## src/rtl/raster_irq_pkg.sv

```systemverilog
package raster_irq_pkg;
  typedef enum logic [1:0] {
    RSEL_VLINE = 2'd0,
    RSEL_HHALF = 2'd1,
    RSEL_CTRL  = 2'd2,
    RSEL_ACK   = 2'd3
  } rsel_e;
endpackage

```

## src/rtl/raster_irq_beam.sv

```systemverilog
module raster_irq_beam #(
  parameter int LINE_PX = 341,
  parameter int LINES   = 262,
  parameter int DOT_W   = 9,
  parameter int LINE_W  = 9
) (
  input  logic              clk,
  input  logic              rst_n,
  input  logic              adv,
  output logic [DOT_W-1:0]  dot,
  output logic [LINE_W-1:0] line
);
  localparam logic [DOT_W-1:0]  DOT_LAST  = DOT_W'(LINE_PX - 1);
  localparam logic [LINE_W-1:0] LINE_LAST = LINE_W'(LINES - 1);

  always_ff @(posedge clk) begin
    if (!rst_n) begin
      dot  <= '0;
      line <= '0;
    end else if (adv) begin
      if (dot == DOT_LAST) begin
        dot  <= '0;
        line <= (line == LINE_LAST) ? '0 : line + LINE_W'(1);
      end else begin
        dot <= dot + DOT_W'(1);
      end
    end
  end
endmodule

```

## src/rtl/raster_irq_regs.sv

```systemverilog
module raster_irq_regs
  import raster_irq_pkg::*;
#(
  parameter int LINE_PX  = 341,
  parameter int LINES    = 262,
  parameter int VBL_LINE = 241,
  parameter int VBL_SKIP = 6,
  parameter int LEAD_PX  = 42,
  parameter int DOT_W    = 9,
  parameter int LINE_W   = 9
) (
  input  logic              clk,
  input  logic              rst_n,
  input  logic              wr_en,
  input  rsel_e             wr_sel,
  input  logic [7:0]        wr_data,
  output logic              en,
  output logic [LINE_W-1:0] tgt_line,
  output logic [LINE_W-1:0] fire_line,
  output logic [DOT_W-1:0]  fire_dot,
  output logic              fire_ok,
  output logic              clr
);
  localparam int SUM_W = $clog2(256 + LINES);
  localparam int OFF   = (VBL_LINE + VBL_SKIP) % LINES;

  function automatic logic [LINE_W-1:0] map_line(input logic [7:0] v);
    logic [SUM_W-1:0] s;
    s = SUM_W'(v) + SUM_W'(OFF);
    return LINE_W'(s % SUM_W'(LINES));
  endfunction

  logic [LINE_W-1:0] tline_q;
  logic [8:0]        hd_q;
  logic              en_q;

  always_ff @(posedge clk) begin
    if (!rst_n) begin
      tline_q <= map_line(8'd0);
      hd_q    <= '0;
      en_q    <= 1'b0;
    end else if (wr_en) begin
      unique case (wr_sel)
        RSEL_VLINE: tline_q <= map_line(wr_data);
        RSEL_HHALF: hd_q    <= {wr_data, 1'b0};
        RSEL_CTRL:  en_q    <= wr_data[0];
        default:    ;
      endcase
    end
  end

  always_comb begin
    int hd;
    int fd;
    hd = 32'(hd_q);
    if (hd >= LEAD_PX) begin
      fd        = hd - LEAD_PX;
      fire_line = tline_q;
    end else begin
      fd        = hd + LINE_PX - LEAD_PX;
      fire_line = (tline_q == '0) ? LINE_W'(LINES - 1) : tline_q - LINE_W'(1);
    end
    fire_dot = DOT_W'(fd);
    fire_ok  = (hd < LINE_PX);
  end

  assign clr = wr_en && ((wr_sel != RSEL_CTRL) || !wr_data[0]);
  assign en       = en_q;
  assign tgt_line = tline_q;
endmodule

```

## src/rtl/raster_irq_slop.sv

```systemverilog
module raster_irq_slop #(
  parameter int PX_PER_CYC = 3,
  parameter int CYC_W      = 8
) (
  input  logic             clk,
  input  logic             rst_n,
  input  logic             adv,
  input  logic             restart,
  output logic [CYC_W-1:0] cyc
);
  logic [CYC_W-1:0] cyc_q;
  logic             cyc_step;

  generate
    if (PX_PER_CYC > 1) begin : g_div
      localparam int PH_W = $clog2(PX_PER_CYC);
      localparam logic [PH_W-1:0] PH_LAST = PH_W'(PX_PER_CYC - 1);
      logic [PH_W-1:0] ph_q;
      always_ff @(posedge clk) begin
        if (!rst_n || restart) ph_q <= '0;
        else if (adv)          ph_q <= (ph_q == PH_LAST) ? '0 : ph_q + PH_W'(1);
      end
      assign cyc_step = adv && (ph_q == PH_LAST);
    end else begin : g_direct
      assign cyc_step = adv;
    end
  endgenerate

  always_ff @(posedge clk) begin
    if (!rst_n || restart)          cyc_q <= '0;
    else if (cyc_step && cyc_q != '1) cyc_q <= cyc_q + CYC_W'(1);
  end

  assign cyc = cyc_q;
endmodule

```

## src/rtl/raster_irq.sv

```systemverilog
module raster_irq
  import raster_irq_pkg::*;
#(
  parameter int LINE_PX    = 341,
  parameter int LINES      = 262,
  parameter int VBL_LINE   = 241,
  parameter int VBL_SKIP   = 6,
  parameter int LEAD_CYC   = 14,
  parameter int PX_PER_CYC = 3,
  parameter int SLOP_W     = 8
) (
  input  logic              clk,
  input  logic              rst_n,
  input  logic              px_tick,
  input  logic              wr_en,
  input  logic [1:0]        wr_addr,
  input  logic [7:0]        wr_data,
  output logic              irq,
  output logic [SLOP_W-1:0] slop_cyc
);
  localparam int DOT_W   = $clog2(LINE_PX);
  localparam int LINE_W  = $clog2(LINES);
  localparam int LEAD_PX = LEAD_CYC * PX_PER_CYC;

  logic [DOT_W-1:0]  dot_w, fire_dot_w;
  logic [LINE_W-1:0] line_w, fire_line_w, tgt_line_w;
  logic              en_w, fire_ok_w, clr_w, at_fire, fire_ev, irq_q;

  raster_irq_beam #(
    .LINE_PX(LINE_PX), .LINES(LINES), .DOT_W(DOT_W), .LINE_W(LINE_W)
  ) u_beam (
    .clk(clk), .rst_n(rst_n), .adv(px_tick), .dot(dot_w), .line(line_w)
  );

  raster_irq_regs #(
    .LINE_PX(LINE_PX), .LINES(LINES), .VBL_LINE(VBL_LINE), .VBL_SKIP(VBL_SKIP),
    .LEAD_PX(LEAD_PX), .DOT_W(DOT_W), .LINE_W(LINE_W)
  ) u_regs (
    .clk(clk), .rst_n(rst_n), .wr_en(wr_en), .wr_sel(rsel_e'(wr_addr)),
    .wr_data(wr_data), .en(en_w), .tgt_line(tgt_line_w),
    .fire_line(fire_line_w), .fire_dot(fire_dot_w), .fire_ok(fire_ok_w),
    .clr(clr_w)
  );

  assign at_fire = (dot_w == fire_dot_w) && (line_w == fire_line_w);
  assign fire_ev = px_tick && at_fire && en_w && fire_ok_w && !irq_q && !clr_w;

  always_ff @(posedge clk) begin
    if (!rst_n)       irq_q <= 1'b0;
    else if (clr_w)   irq_q <= 1'b0;
    else if (fire_ev) irq_q <= 1'b1;
  end

  raster_irq_slop #(
    .PX_PER_CYC(PX_PER_CYC), .CYC_W(SLOP_W)
  ) u_slop (
    .clk(clk), .rst_n(rst_n), .adv(px_tick), .restart(fire_ev), .cyc(slop_cyc)
  );

  assign irq = irq_q;
endmodule

```

## config.mk

```make
export PLATFORM = sky130hd
export DESIGN_NAME = raster_irq
export DESIGN_NICKNAME = d
export VERILOG_FILES = /design/src/rtl/raster_irq_pkg.sv /design/src/rtl/raster_irq_beam.sv /design/src/rtl/raster_irq_regs.sv /design/src/rtl/raster_irq_slop.sv /design/src/rtl/raster_irq.sv
export SDC_FILE = /design/constraint.sdc
export NUM_CORES = 1
export LEC_CHECK = 0
export CAP_MARGIN = 20
export CELL_PAD_IN_SITES_DETAIL_PLACEMENT = 0
export CELL_PAD_IN_SITES_GLOBAL_PLACEMENT = 1
export CORE_UTILIZATION = 48
export DETAILED_ROUTE_END_ITERATION = 6
export GPL_TIMING_DRIVEN = 0
export MAX_ROUTING_LAYER = met4
export PLACE_DENSITY = 0.94
export SLEW_MARGIN = 40
export SYNTH_ARGS = -nofsm -noshare
export SYNTH_HDL_FRONTEND = slang
export SYNTH_SLANG_ARGS = --single-unit
```

## constraint.sdc

```tcl
create_clock -name clk -period 4.95 [get_ports clk]
set_input_delay 0.495 -clock clk [delete_from_list [all_inputs] [get_ports clk]]
set_output_delay 0.495 -clock clk [all_outputs]
set_load 0.01 [all_outputs]
```

==> out/metrics.cfg <==
[status]
outcome=complete, but fails checks
violations=design-rule violations

[critical_path]
path_buf_inv=2
crit_chain=clkdlybuf4s50_1 > inv_1 > ha_1 > nor2b_1 > or3_1 > a2111oi_1 > a31o_2 > and2_0 > nor2_1 > xnor2_1 > a21oi_1
arrival_ps=3520
worst_path_largest_cell_delay_ps=710
reg2reg_to=u_slop.cyc[2]$_SDFFE_PP0P_
rrSetupSlack_ps=1700
cp_top_family=compound AO/OA/AOI/OAI gates
required_ps=5100
regToRegStartpoint=u_regs.hd_q[1]$_SDFFE_PN0P_
crit_start=wr_data[0]
end_kind=flop
critical_path_class=primary input to flop
cp-start-kind=primary input
r2r_cells=11
crit_path_end=u_regs.tgt_line[3]$_SDFFE_PN0P_
crit_cells=11
cp_max_fo=7
critPathSlowestCell=a2111oi_1

[drt]
drtAntennaViolNets=0
route.detailed.drc=6
vias=3007
detail_route.iter0.violations=128
drtPass1Iterations=6
drt-vias-per-instance=5.79
wl_per_cell_um=14.4
finalWirelength_um=7480

[grt]
first_global_vias=2745
antenna_found_initial=0
grtUsageTotal_pct=22.9
grt_max_degree=14
grtUsageMet3_pct=3.24
use_met1_pct=29.5
use_met2_pct=37.3
grt_busiest_layer=met2
grt_remaining_overflow=0
grt_pass1_wl_um=12900

[floorplan]
die_y_um=84.3
core-area_um2=6460
die_x_um=84.3
rows=29
die_area_um2=7100
initial_core_util_pct=50.3
ios=23

[cells_and_area]
diodes=0
drive_gt1_share_pct=5.66
fin_cells=519
layout_common_cells=nor2_1, dfxtp_1, nand2_1, xnor2_1
final_area_um2=3640
num-fill-cells=633
syn2layout_area_growth_pct=12.1
final_common_cell=nor2_1
utilization_pct=56.4
fin_nets=469

[cts]
clock_path_buffers=2
cts_setup_buffers=0
hold_buffers=0
insertion_delay_ps=290
ctsResizeCount=0
cts_num_sinks=47
cts_inserted_buffers=5
htree_num_levels=2
tritoncts=yes
root_buffer=clkbuf_8
clk_pin_slew_ps=80

[synth]
netlist_top_cells_area=dfxtp_1, xnor2_1, nor2_1, ha_1, xor2_1
synth_nets=441
ys_ff_latch=47
syn_inst=414
ys_seq_area_share_pct=29.0
synthFlopType=dfxtp_1
synth_enable_flop_cells=0
ys.warnings.count=0
avgSynthCellArea_um2=7.85
synth_largest_area_cell=dfxtp_1
synth_area_um2=3250
synthArstFlopShare_pct=0
synth_top_area_share_pct=29.0
synth_cell_types=64

[pwr]
p_int_w=0.000549
power_density_nw_per_um2=205
p_sw_share_pct=26.6
combPwrFrac_pct=16.0
ir_drop_uv=158
p_seq_share_pct=53.2
leakagePower_nw=1.38
switchingPower_w=0.000199
p_total_w=0.000748
clkPwrFrac_pct=30.8

[place]
placed_cell_area_um2=3550
place_congestion=0.924
place_inst=512
hpwl_um=5930
io_buffers=21

[timing]
post-route-min-period_ps=3370
final.period_utilization_pct=68.1
hold_viol_final=0
slew_violations=0
setup_tns_ps=0
rsz0062_at_grt=false
worst_pin_slew_ps=755
maxSlewHeadroom_pct=48.4
fmax_ghz=0.297
fin_worst_skew_ps=6.39
setup_viol=0

[worst_hold_path]
hold_path.class=flop to flop

[job]
max_cap_viol_count=0

[layout make-up]
class | instances | area [µm²] | share of cell area, %
plain buffers | 18 | 73.8 | 2.03
repair buffers | 21 | 210 | 5.77
clock inverters | 1 | 5.00 | 0.137
clock buffers | 6 | 82.6 | 2.27
flip-flops and latches | 47 | 941 | 25.8
inverters | 21 | 78.8 | 2.16
multi-input cells | 328 | 2150 | 59.2
well taps | 77 | 96.3 | 2.65
[cells by family after synthesis]
group | share of synthesized area [%]
and+or+nand+nor | 29.4
AOI/OAI and AO/OA | 16.1
buffers and inverters | 4.70
muxes | 3.74
xor gates and xnor gates | 12.1
adders and majority gates | 5.01
DFF | 29.0
[tightest hold or removal path: stages, from the launching register on]
cell,delay [ps]
dfxtp_1,340
nand2_1,70
a21oi_1,50
[per-stage QoR]
stage / setup slack [ps] / hold slack [ps]
3_5_place_dp: 1320 / 480
2_1_floorplan: 2240 / 462
4_1_cts: 1620 / 494
6_report: 1580 / 492
3_3_place_gp: 1350 / 473
5_1_grt: 1270 / 532
[routing by layer]
metal | vias up | part of all wire, % | wire length (µm)
li1 | 1526 | - | -
met5 | - | 0 | 0
met3 | 12 | 4.0 | 297
met4 | 0 | 1.9 | 142
met2 | 68 | 47 | 3530
met1 | 1401 | 47 | 3500
[power by group through the flow]
| stage | sequential, W | combinational, W | clock [W] |
|---|---|---|---|
| floorplan | 0.000404 | 0.0000851 | 0 |
| global placement | 0.000407 | 0.000116 | 0 |
| detailed placement | 0.000407 | 0.000119 | 0 |
| CTS | 0.000398 | 0.000119 | 0.000239 |
| global route | 0.000400 | 0.000134 | 0.000258 |
| finish | 0.000398 | 0.000120 | 0.000230 |
[sequential cells by signal, indices dropped and copies added, names as in the netlist]
signal	cells
u_beam.dot	9
u_beam.line	9
irq	1
u_regs.hd_q	8
u_slop.g_div.ph_q	2
u_regs.tgt_line	9
u_regs.en	1
u_slop.cyc	8
[cells in the mapped netlist (all sizes together) (3+ instances only)]
| library cell | count |
|---|---|
| dfxtp | 47 |
| nor3b | 3 |
| or3 | 5 |
| a21oi | 17 |
| nand2 | 28 |
| nand4 | 13 |
| or4 | 3 |
| nor4 | 4 |
| o22ai | 4 |
| and3 | 5 |
| o211ai | 5 |
| nand3b | 5 |
| ha | 13 |
| a2111oi | 4 |
| buf | 4 |
| mux2i | 11 |
| nor2 | 55 |
| a211oi | 3 |
| and2 | 6 |
| nand3 | 16 |
| xor2 | 18 |
| nor3 | 17 |
| o21ai | 17 |
| inv | 21 |
| clkbuf | 14 |
| xnor2 | 27 |
| nor2b | 12 |
[how the worst min path moves through the flow]
stage / start / slack (ps) / endpoint / cells past startpoint
final: u_slop.g_div.ph_q[1]$_SDFFE_PP0P_ / 490 / u_slop.g_div.ph_q[1]$_SDFFE_PP0P_ / 2
after global routing: u_slop.g_div.ph_q[1]$_SDFFE_PP0P_ / 530 / u_slop.g_div.ph_q[1]$_SDFFE_PP0P_ / 2
after CTS: u_slop.g_div.ph_q[1]$_SDFFE_PP0P_ / 490 / u_slop.g_div.ph_q[1]$_SDFFE_PP0P_ / 2
after detailed placement: u_slop.g_div.ph_q[1]$_SDFFE_PP0P_ / 480 / u_slop.g_div.ph_q[1]$_SDFFE_PP0P_ / 2
after global placement: u_slop.g_div.ph_q[1]$_SDFFE_PP0P_ / 470 / u_slop.g_div.ph_q[1]$_SDFFE_PP0P_ / 2
after floorplan: u_slop.g_div.ph_q[1]$_SDFFE_PP0P_ / 460 / u_slop.g_div.ph_q[1]$_SDFFE_PP0P_ / 2
(Power assumes the default switching activity.)
